### config.mk
export PLATFORM = sky130hd
export DESIGN_NAME = exmon_top
export DESIGN_NICKNAME = d
export VERILOG_FILES = /design/src/rtl/exmon_pkg.sv /design/src/rtl/exmon_ctrl.sv /design/src/rtl/exmon_dp.sv /design/src/rtl/exmon_top.sv
export SDC_FILE = /design/constraint.sdc
export NUM_CORES = 1
export LEC_CHECK = 0
export BUFFER_PORTS_ARGS = -buffer_cell sky130_fd_sc_hd__buf_2
export CAP_MARGIN = 10
export CORE_MARGIN = 10
export CORE_UTILIZATION = 40
export CTS_CLUSTER_SIZE = 30
export DETAILED_ROUTE_END_ITERATION = 6
export SKIP_LAST_GASP = 1
export SYNTH_ARGS = -nofsm -noshare
export SYNTH_HDL_FRONTEND = slang
export SYNTH_HIERARCHICAL = 1
export SYNTH_SLANG_ARGS = --single-unit
### constraint.sdc
create_clock -name clk -period 5.1 [get_ports clk]
set_input_delay 1.02 -clock clk [delete_from_list [all_inputs] [get_ports clk]]
set_output_delay 1.02 -clock clk [all_outputs]
set_load 0.01 [all_outputs]
### src/rtl/exmon_pkg.sv
package exmon_pkg;

  typedef enum logic [1:0] {
    OP_LOAD   = 2'd0,
    OP_STORE  = 2'd1,
    OP_LOADX  = 2'd2,
    OP_STOREX = 2'd3
  } memOpE;

  typedef struct packed {
    logic act;
    logic wrEn;
    logic rdEn;
    logic status;
  } exStrobeT;

endpackage

### src/rtl/exmon_ctrl.sv
module exmon_ctrl
  import exmon_pkg::*;
#(
  parameter int N_CPU  = 3,
  parameter int WORD_W = 4
) (
  input  logic                      clk,
  input  logic                      rstN,
  input  logic [N_CPU-1:0]          reqValid,
  input  logic [2*N_CPU-1:0]        reqOp,
  input  logic [N_CPU*WORD_W-1:0]   reqWord,
  output logic [N_CPU-1:0]          reqGrant,
  output exStrobeT                  strb
);

  logic [N_CPU-1:0]             resValid;
  logic [N_CPU-1:0][WORD_W-1:0] resWord;
  logic                         found;
  memOpE                        selOp;
  logic [WORD_W-1:0]            selWord;
  logic [N_CPU-1:0]             wordHit;
  logic                         holds;

  // Fixed-priority arbiter: lowest index wins
  always_comb begin
    reqGrant = '0;
    found    = 1'b0;
    for (int i = 0; i < N_CPU; i++) begin
      if (reqValid[i] && !found) begin
        reqGrant[i] = 1'b1;
        found       = 1'b1;
      end
    end
  end

  // Select the granted request
  always_comb begin
    selOp   = OP_LOAD;
    selWord = '0;
    for (int i = 0; i < N_CPU; i++) begin
      if (reqGrant[i]) begin
        selOp   = memOpE'(reqOp[2*i +: 2]);
        selWord = reqWord[i*WORD_W +: WORD_W];
      end
    end
  end

  always_comb begin
    for (int i = 0; i < N_CPU; i++) begin
      wordHit[i] = resValid[i] && (resWord[i] == selWord);
    end
  end

  assign holds = |(reqGrant & wordHit);

  always_comb begin
    strb.act    = found;
    strb.wrEn   = found && ((selOp == OP_STORE) || (selOp == OP_STOREX && holds));
    strb.rdEn   = found && ((selOp == OP_LOAD) || (selOp == OP_LOADX));
    strb.status = found && (selOp == OP_STOREX) && !holds;
  end

  // Reservation table
  always_ff @(posedge clk) begin
    if (!rstN) begin
      resValid <= '0;
      resWord  <= '0;
    end else if (found) begin
      for (int i = 0; i < N_CPU; i++) begin
        unique case (selOp)
          OP_LOADX: begin
            if (reqGrant[i]) begin
              resValid[i] <= 1'b1;
              resWord[i]  <= selWord;
            end else if (wordHit[i]) begin
              resValid[i] <= 1'b0;
            end
          end
          OP_STORE: if (wordHit[i]) resValid[i] <= 1'b0;
          OP_STOREX: if (reqGrant[i] || wordHit[i]) resValid[i] <= 1'b0;
          default: ;
        endcase
      end
    end
  end

endmodule

### src/rtl/exmon_dp.sv
module exmon_dp
  import exmon_pkg::*;
#(
  parameter int N_CPU  = 3,
  parameter int WORD_W = 4,
  parameter int DATA_W = 16
) (
  input  logic                     clk,
  input  logic                     rstN,
  input  exStrobeT                 strb,
  input  logic [N_CPU-1:0]         reqGrant,
  input  logic [N_CPU*WORD_W-1:0]  reqWord,
  input  logic [N_CPU*DATA_W-1:0]  reqWdata,
  output logic [N_CPU-1:0]         respValid,
  output logic [DATA_W-1:0]        respData,
  output logic                     respStatus
);

  localparam int DEPTH = 1 << WORD_W;

  logic [DATA_W-1:0] memArr [DEPTH];
  logic [WORD_W-1:0] selWord;
  logic [DATA_W-1:0] selData;

  always_comb begin
    selWord = '0;
    selData = '0;
    for (int i = 0; i < N_CPU; i++) begin
      if (reqGrant[i]) begin
        selWord = reqWord[i*WORD_W +: WORD_W];
        selData = reqWdata[i*DATA_W +: DATA_W];
      end
    end
  end

  always_ff @(posedge clk) begin
    if (!rstN) begin
      for (int k = 0; k < DEPTH; k++) memArr[k] <= '0;
    end else if (strb.wrEn) begin
      memArr[selWord] <= selData;
    end
  end

  always_ff @(posedge clk) begin
    if (!rstN) begin
      respValid  <= '0;
      respData   <= '0;
      respStatus <= 1'b0;
    end else begin
      respValid  <= strb.act ? reqGrant : '0;
      respData   <= strb.rdEn ? memArr[selWord] : '0;
      respStatus <= strb.status;
    end
  end

endmodule

### src/rtl/exmon_top.sv
module exmon_top
  import exmon_pkg::*;
#(
  parameter int N_CPU  = 3,
  parameter int ADDR_W = 6,
  parameter int DATA_W = 16
) (
  input  logic                     clk,
  input  logic                     rstN,
  input  logic [N_CPU-1:0]         reqValid,
  input  logic [2*N_CPU-1:0]       reqOp,
  input  logic [N_CPU*ADDR_W-1:0]  reqAddr,
  input  logic [N_CPU*DATA_W-1:0]  reqWdata,
  output logic [N_CPU-1:0]         reqGrant,
  output logic [N_CPU-1:0]         respValid,
  output logic [DATA_W-1:0]        respData,
  output logic                     respStatus
);

  localparam int WORD_W = ADDR_W - 2;

  logic [N_CPU*WORD_W-1:0] reqWord;
  logic [2*N_CPU-1:0]      unusedOffsets;
  exStrobeT                strb;

  // Word granularity: drop the byte offset of each address
  for (genvar g = 0; g < N_CPU; g++) begin : gWord
    assign reqWord[g*WORD_W +: WORD_W] = reqAddr[g*ADDR_W + 2 +: WORD_W];
    assign unusedOffsets[2*g +: 2]     = reqAddr[g*ADDR_W +: 2];
  end

  exmon_ctrl #(.N_CPU(N_CPU), .WORD_W(WORD_W)) uCtrl (
    .clk      (clk),
    .rstN     (rstN),
    .reqValid (reqValid),
    .reqOp    (reqOp),
    .reqWord  (reqWord),
    .reqGrant (reqGrant),
    .strb     (strb)
  );

  exmon_dp #(.N_CPU(N_CPU), .WORD_W(WORD_W), .DATA_W(DATA_W)) uDp (
    .clk        (clk),
    .rstN       (rstN),
    .strb       (strb),
    .reqGrant   (reqGrant),
    .reqWord    (reqWord),
    .reqWdata   (reqWdata),
    .respValid  (respValid),
    .respData   (respData),
    .respStatus (respStatus)
  );

endmodule

---- Word level (Yosys, flattened, before mapping) ----
Memories as Yosys holds them, arrays and structs flattened. A register that Yosys moved wholly into a read port is not among the register bits.
Cells that the tools add are included.
word-level totals
  output and inout port bits .............. 23
  RAM bits ................................ 256
  logic and storage cells ................. 83
  input port bits ......................... 77
  register bits ........................... 19
  memories kept ........................... 1
memory list
  memory      depth  bits a word  read ports  clocked after memory_dff  wr ports  RTL line        text
  uDp.memArr  16     16           1           1                         16        exmon_dp.sv:21  logic [DATA_W-1:0] memArr [DEPTH];
cells by class
  bitwise operators ....................... 1
  reductions and logical operators ........ 31
  multiplexer cells ....................... 33
  equality and inequality tests ........... 9
operators with widths
  kind                count
  $mux 16             4
  $mux 1              19
  $reduce_and 3->1    6
  $mux 4              4
  $reduce_or 16->1    1
  $eq 4x4->1          3
  $logic_and 1x1->1   10
  $pmux 1 s3          3
  $mux 2              3
  $ne 2x2->1 const B  3
  $logic_or 1x1->1    5
  $eq 2x2->1 const B  2
  $logic_not 1->1     4
  $reduce_and 2->1    2
  $and 3x3->3         1
  $reduce_bool 3->1   1
  $reduce_or 3->1     1
  $eq 2x1->1 const B  1
  $logic_not 2->1     1

---- Depth between registers and ports, before layout ----
Gate-level depths: netlist of run 1.
  word-level depth ........................ 20
  mapped depth ............................ 13

---- By module ----
Netlist of run 1, hierarchy kept.
by module, submodules not included
  module      sequential area each (µm²)  times used  cells an instance  area an instance (µm²)
  exmon_dp    8087.8                      1           1126               12099.1
  exmon_ctrl  300.3                       1           172                1300.0

---- Worst setup path after synthesis of run 1 ----
Ideal clock, no wire load.
  path kind ............................... input to register
  start ................................... input port reqValid[1]
  end ..................................... memory uDp.memArr[3][0], enable pin
  data arrival time ....................... 3.744 ns
  path buffers ............................ 2
  setup slack ............................. 0.984 ns
  stages .................................. 12
  required time ........................... 4.728 ns
  cells stage by stage .................... buf_6 nand3b_2 and3_1 a2111o_1 or3_1 a31oi_1 nand2_1 or2_2 nor2_1 nand2_2 buf_2 nand2_1
RTL lines
  element      RTL line         text
  from (decl)  exmon_top.sv:10  input logic [N_CPU-1:0] reqValid,
  to (decl)    exmon_dp.sv:21

==> run_results.csv, run 1 <==
group,metric,value,unit
run_status,status,"finished, final reports clean",
drt,vias,10100,
drt,routed_wl,37500,microns
final_layout,diodes,0,
grt,antenna_found_initial,0,
drt,routedWlPerCell,20.3,microns
pwr,p_leak,5.83,nW
setup_path,crit_required,5.35,ns
cts,post_cts_buffers,0,
setup_path,cp_max_fo,17,
grt,track_usage,17.8,%
floorplan,initial_utilization,40.9,%
final_layout,register_area,8390,sq um
sta,max_freq,238,MHz
cts,htree_levels,1,
setup_path,ff2ff_setup_slack,1.61,ns
final_layout,multi_input_area,4530,sq um
final_layout,drive_above_1_share,15.4,%
drt,drtIter0Drc,913,
drt,wl_met2,18100,microns
sta,drv_slew,0,
placed_design,hpwl,23900,microns
placed_design,portBuffers,93,
cts,clk_latency,0.56,ns
drt,wl_met3,2110,microns
logic_synthesis,yosys_warnings,6,
logic_synthesis,synthCells,1298,
floorplan,core_area,32800,sq um
final_layout,fin_nets,1454,
drt,top_layer_used,"met4",
logic_synthesis,synth_top_area_cell,"edfxtp_1",
sta,tightest_slew,1.17,ns
final_layout,syn_to_final_growth,14.5,%
pwr,design_power_total,5.52,mW
worst_hold_path,hold_class,"flop to flop",
job,drv_cap,0,
grt,grt.overflow.total,0,
sta,timing.slew.headroom,21.5,%
final_layout,nFillCells,3157,
grt,grt_pass1_wl,57900,microns
logic_synthesis,yosys.cell_types.count,52,
cts,cts_resized,0,
cts,cts_tree,"done",
sta,fin_crit_sh,82.4,%
floorplan,die_area,41200,sq um
worst_hold_path,min_from,"uCtrl/resWord[3]",
drt,post-route-drc-count,0,
final_layout,layout_commonest_cell,"nor2_1",
setup_path,worstReg2RegEnd,"uDp/memArr[10][11]",
drt,drt_pass1_iterations,5,
floorplan,fp-row-count,66,
cts,root_buffer,"clkbuf_16",
pwr,ir_worst_vdd,276,uV
setup_path,cp.arrival,4.45,ns
cts,hold_buffers,0,
logic_synthesis,synth_edf_count,256,
setup_path,r2r_start,"uCtrl/resWord[11]",
worst_hold_path,whs_endpoint,"uCtrl/resWord[3]",
sta,skew,0.00704,ns
pwr,power.density,360,nW/um^2
setup_path,start_kind,"primary input",
cts,path_clk_slew,0.06,ns
placed_design,gp_congestion,0.913,
cts,clk_path_buf_depth,3,
logic_synthesis,ys_ff_latch,291,
grt,grt_max_degree,81,
setup_path,path_class,"primary input to flop",
floorplan,die_w,203,microns
logic_synthesis,synth.avg_cell_area,10.3,sq um
setup_path,end_kind,"flop",
logic_synthesis,synth_flop_cell,"edfxtp_1",
sta,tns,0,ns
setup_path,reg2regPathDepth,10,
floorplan,ios,100,
cts,cts.sinks,291,
drt,drt-met1-wl,15900,microns
logic_synthesis,async_flop_share,0,%
grt,grt_pass1_vias,9956,
sta,finalHoldViolCount,0,
worst_hold_path,hold_path_depth,2,
cts,cts-buffers-inserted,30,
logic_synthesis,ys_seq_area_share,62.6,%
sta,setup_violations,0,
floorplan,die_y,203,microns
drt,viasPerCell,5.49,
logic_synthesis,synthesis.nets,1375,
sta,rsz0062_at_grt,"false",
logic_synthesis,synth_area_leaders,"edfxtp_1 (57%), nor2_1 (8.3%), nand2_1 (6.0%)",
sta,period_minus_slack,4.20,ns
logic_synthesis,synth_area,13400,sq um
logic_synthesis,synth_top_area_share,57.4,%
final_layout,layout_common_cells,"nor2_1 (297), edfxtp_1 (256), nand2_1 (213), a21oi_1 (150), buf_2 (93)",
drt,ant_nets,0,
==> worst max-delay path: stages <==
cell and delay, ns:
buf_2 0.19, nand3b_1 0.32, and3_1 0.25, a2111o_1 0.39, or3_1 0.39, a31oi_1 0.30
nand2_1 0.08, or2_2 0.29, nor2_1 0.31, nand2_2 0.33, nand2_1 0.29, buf_4 0.27
==> stage by stage <==
| stage | std cells | hold WS [ns] | cell area, sq um | worst slack, ns | utilization [%] |
|---|---|---|---|---|---|
| 2_1_floorplan | 1298 | 0.489 | 13400 | 0.984 | - |
| 3_3_place_gp | 1787 | 0.521 | 14400 | 0.433 | 43.9 |
| 5_1_grt | 1842 | 0.580 | 15300 | 0.684 | 46.8 |
| 4_1_cts | 1842 | 0.539 | 15300 | 0.938 | 46.8 |
| 6_report | 1842 | 0.541 | 15300 | 0.899 | 46.8 |
| 3_5_place_dp | 1787 | 0.522 | 14400 | 0.366 | 43.9 |
==> cells by family (layout without fill, tap and decap cells) <==
kind of cell | after synthesis | in the layout | synth area share, %
buffers and inverters | 108 | 210 | 3.86
DFF | 291 | 291 | 62.6
and+or+nand+nor | 589 | 589 | 18.3
xor gates and xnor gates | 12 | 12 | 0.784
muxes | 11 | 11 | 0.822
AOI/OAI and AO/OA | 287 | 287 | 13.7
==> synthesized netlist by cell type (9+ instances only) <==
cell type and count:
and3_1 12, edfxtp_1 256, buf_2 56, clkbuf_1 28, a22oi_1 64, a21oi_1 154, inv_1 9, nand2_2 10
nor2_1 297, nand2_1 213, dfxtp_1 35, mux2i_1 11, buf_4 9, a32oi_1 32, nor2b_1 17
==> worst max path at each step <==
stage	endpoint	cells after the start	slack (ns)	start
3_5_place_dp	uDp/memArr[10][12]	12	0.37	reqValid[1]
6_report	uDp/memArr[10][11]	12	0.90	reqValid[1]
4_1_cts	uDp/memArr[10][8]	12	0.94	reqValid[1]
3_3_place_gp	uDp/memArr[10][12]	12	0.43	reqValid[1]
2_1_floorplan	uDp/memArr[3][0]	12	0.98	reqValid[1]
5_1_grt	uDp/memArr[10][11]	12	0.68	reqValid[1]
==> metal layers <==
layer  GRT usage (%)  vias up
li1                -     4744
met1            23.2     4958
met2            30.0      330
met3            2.04       74
met4            6.39        0
met5               0        -
==> power breakdown <==
| part | leakage [nW] | internal [mW] | switching (mW) |
|---|---|---|---|
| clock network | 0.472 | 1.27 | 0.896 |
| logic | 2.32 | 0.194 | 0.479 |
| registers | 3.03 | 2.66 | 0.0228 |
| total | 5.83 | 4.12 | 1.40 |
==> cell type report <==
class	instances	share of cell area (%)
Clock buffer	37	5.27
Clock inverter	18	1.05
Inverter	9	0.220
Multi-Input combinational cell	899	29.5
Sequential cell	291	54.7
Tap cell	442	3.60
Timing Repair Buffer	146	5.71
==> registers in the layout (all words and copies together), names as in the netlist <==
register and count:
uDp/respValid 3, uCtrl/resWord 12, uDp/respData 16, uDp/respStatus 1, uDp/memArr 256, uCtrl/resValid 3
Note: power is estimated with default switching activity, not from simulation.
==> run 2: changes to the inputs <==
==> constraint.sdc (replaced) <==
create_clock -name clk -period 3.4 [get_ports clk]
set_input_delay 0.68 -clock clk [delete_from_list [all_inputs] [get_ports clk]]
set_output_delay 0.68 -clock clk [all_outputs]
set_load 0.01 [all_outputs]
==> run 2 against run 1 <==
- non-clock buffer count up 56
- via count up 1.1%
- clock power up 50%
- first-iteration DRC count down 8.3%
- combinational power up 68%
- cell count up 3.2%
- largest power group unchanged
- count of clock-buffer cells in the layout up 7
==> run_results.csv, run 2 (same netlist as run 1, synthesis figures left out) <==
group,metric,value,unit
run_status,status,"finished, final reports clean",
cts,post_cts_buffers,0,
cts,cts_tree,"done",
setup_path,cp_top_family,"simple AND/OR/NAND/NOR gates",
cts,root_buffer,"clkbuf_16",
sta,finalHoldViolCount,0,
setup_path,end_kind,"flop",
cts,clk_latency,0.57,ns
drt,routed_wl,37700,microns
floorplan,die_area,41200,sq um
sta,max_freq,325,MHz
final_layout,postLayoutCellArea,16100,sq um
drt,vias,10200,
setup_path,path_buf_inv,2,
cts,path_clk_slew,0.06,ns
setup_path,reg2regPathDepth,9,
sta,timing.slew.headroom,30.4,%
worst_hold_path,hold_class,"primary input to flop",
pwr,design_power_total,8.39,mW
final_layout,syn_to_final_growth,20.1,%
final_layout,largest-register,"uDp/memArr",
setup_path,cp.arrival,3.32,ns
drt,drt_pass1_iterations,5,
setup_path,crit_required,3.64,ns
placed_design,placedCellCount,1843,
floorplan,die_y,203,microns
cts,clk_path_buf_depth,3,
sta,fin_ws,0.325,ns
floorplan,fp-row-count,66,
sta,tightest_slew,1.04,ns
final_layout,fin_nets,1511,
setup_path,slowest_delay,0.38,ns
floorplan,initial_utilization,40.9,%
sta,fin_crit_sh,90.5,%
worst_hold_path,hold_path_depth,3,
final_layout,finalNonFillerCells,1901,
placed_design,dpl-instance-area,15100,sq um
placed_design,gp_congestion,0.912,
sta,setup_violations,0,
setup_path,path_class,"primary input to flop",
worst_hold_path,whs_endpoint,"uCtrl/resWord[3]",
placed_design,hpwl,25500,microns
grt,grt_pass1_vias,9915,
grt,track_usage,17.9,%
setup_path,r2r_start,"uCtrl/resWord[10]",
grt,grt_pass1_wl,57800,microns
sta,tns,0,ns
grt,grt.overflow.total,0,
drt,routedWlPerCell,19.8,microns
floorplan,core_area,32800,sq um
setup_path,ff2ff_setup_slack,0.50,ns
final_layout,diodes,0,
final_layout,layout_commonest_cell,"nor2_1",
grt,antenna_found_initial,0,
sta,drv_slew,0,
setup_path,critPathSlowestCell,"or3_1",
drt,viasPerCell,5.38,
final_layout,largest_reg_flops,256,
cts,cts_resized,0,
final_layout,reg_top3,"uDp/memArr x256, uDp/respData x16, uCtrl/resWord x12",
placed_design,portBuffers,93,
final_layout,layout_common_cells,"nor2_1 (295), edfxtp_1 (256), nand2_1 (197), a21oi_1 (152), buf_2 (93)",
final_layout,drive_above_1_share,20.0,%
sta,skew,0.0156,ns
grt,grt_max_degree,48,
sta,rsz0062_at_grt,"false",
setup_path,path_depth,12,
job,drv_cap,0,
setup_path,cp_max_fo,16,
setup_path,cpMostUsedCell,"nand2_1",
cts,htree_levels,1,
floorplan,ios,100,
setup_path,start_kind,"primary input",
pwr,power.density,521,nW/um^2
placed_design,preCtsSetupSlack,-0.246,ns
pwr,p_leak,6.20,nW
setup_path,cp_cell_sequence,"buf_2 -> buf_4 -> nand2_1 -> and3_1 -> a2111o_1 -> or3_1 -> a31oi_1 -> nand2_1 -> or2_2 -> nor2_2 -> nand2_2 -> nand2_4",
cts,cts-buffers-inserted,31,
cts,hold_buffers,0,
cts,cts.sinks,291,
sta,period_minus_slack,3.08,ns
drt,drtIter0Drc,837,
setup_path,worstReg2RegEnd,"uDp/memArr[8][14]",
drt,ant_nets,0,
floorplan,die_w,203,microns
pwr,ir_worst_vdd,405,uV
drt,post-route-drc-count,0,
worst_hold_path,min_from,"reqOp[1]",
run 2: cell types whose count changed in the layout (fill, tap and decap cells not counted), moves of 8 or more:
cell	change
nand2_4	+8
buf_4	+38
buf_12	+18
nand2_2	+8
nand2_1	-16
run 2: stage by stage:
| stage | hold slack (ns) | utilization, % |
|---|---|---|
| floorplan | 0.489 | - |
| global placement | 0.513 | 46.1 |
| detailed placement | 0.531 | 46.1 |
| CTS | 0.427 | 49.1 |
| global route | 0.449 | 49.1 |
| finish | 0.447 | 49.1 |
run 2: routing by layer:
layer,global-route usage (%),part of all wire [%]
met4,5.78,2.9
met1,23.2,42
met2,30.6,50
met5,0,0
met3,1.89,5.2
run 2: power by group:
part | internal, mW | switching (mW) | total (mW) | leakage [nW]
combinational | 0.391 | 0.738 | 1.13 | 2.68
clock | 1.86 | 1.37 | 3.23 | 0.484
sequential | 3.99 | 0.0351 | 4.03 | 3.03
run 2: worst reg2reg max path, cell delays in order (launching register included):
cell and delay [ns]:
dfxtp_1 0.47, nor2_1 0.09, a2111o_1 0.42, or3_1 0.35, a31oi_1 0.26, nand2_1 0.07
or2_2 0.33, nor2_2 0.23, nand2_2 0.12, nand2_4 0.24
run 2: how the worst max path moves through the flow:
| stage | from | to | slack (ns) |
|---|---|---|---|
| after floorplan | reqValid[1] | uDp/memArr[11][0] | -0.04 |
| after global routing | reqValid[1] | uDp/memArr[8][14] | 0.11 |
| after global placement | reqValid[1] | uDp/memArr[8][13] | -0.21 |
| after detailed placement | reqValid[1] | uDp/memArr[8][7] | -0.25 |
| after CTS | reqValid[1] | uDp/memArr[8][12] | 0.34 |
| final | reqValid[1] | uDp/memArr[8][14] | 0.32 |
run 2: area by class of cell:
type,instances,area (sq um)
Tap cell,442,553
Multi-Input combinational cell,899,4610
Timing Repair Buffer,202,1520
Inverter,9,33.8
Fill cell,3026,16700
Sequential cell,291,8390
Clock inverter,14,111
Clock buffer,44,875
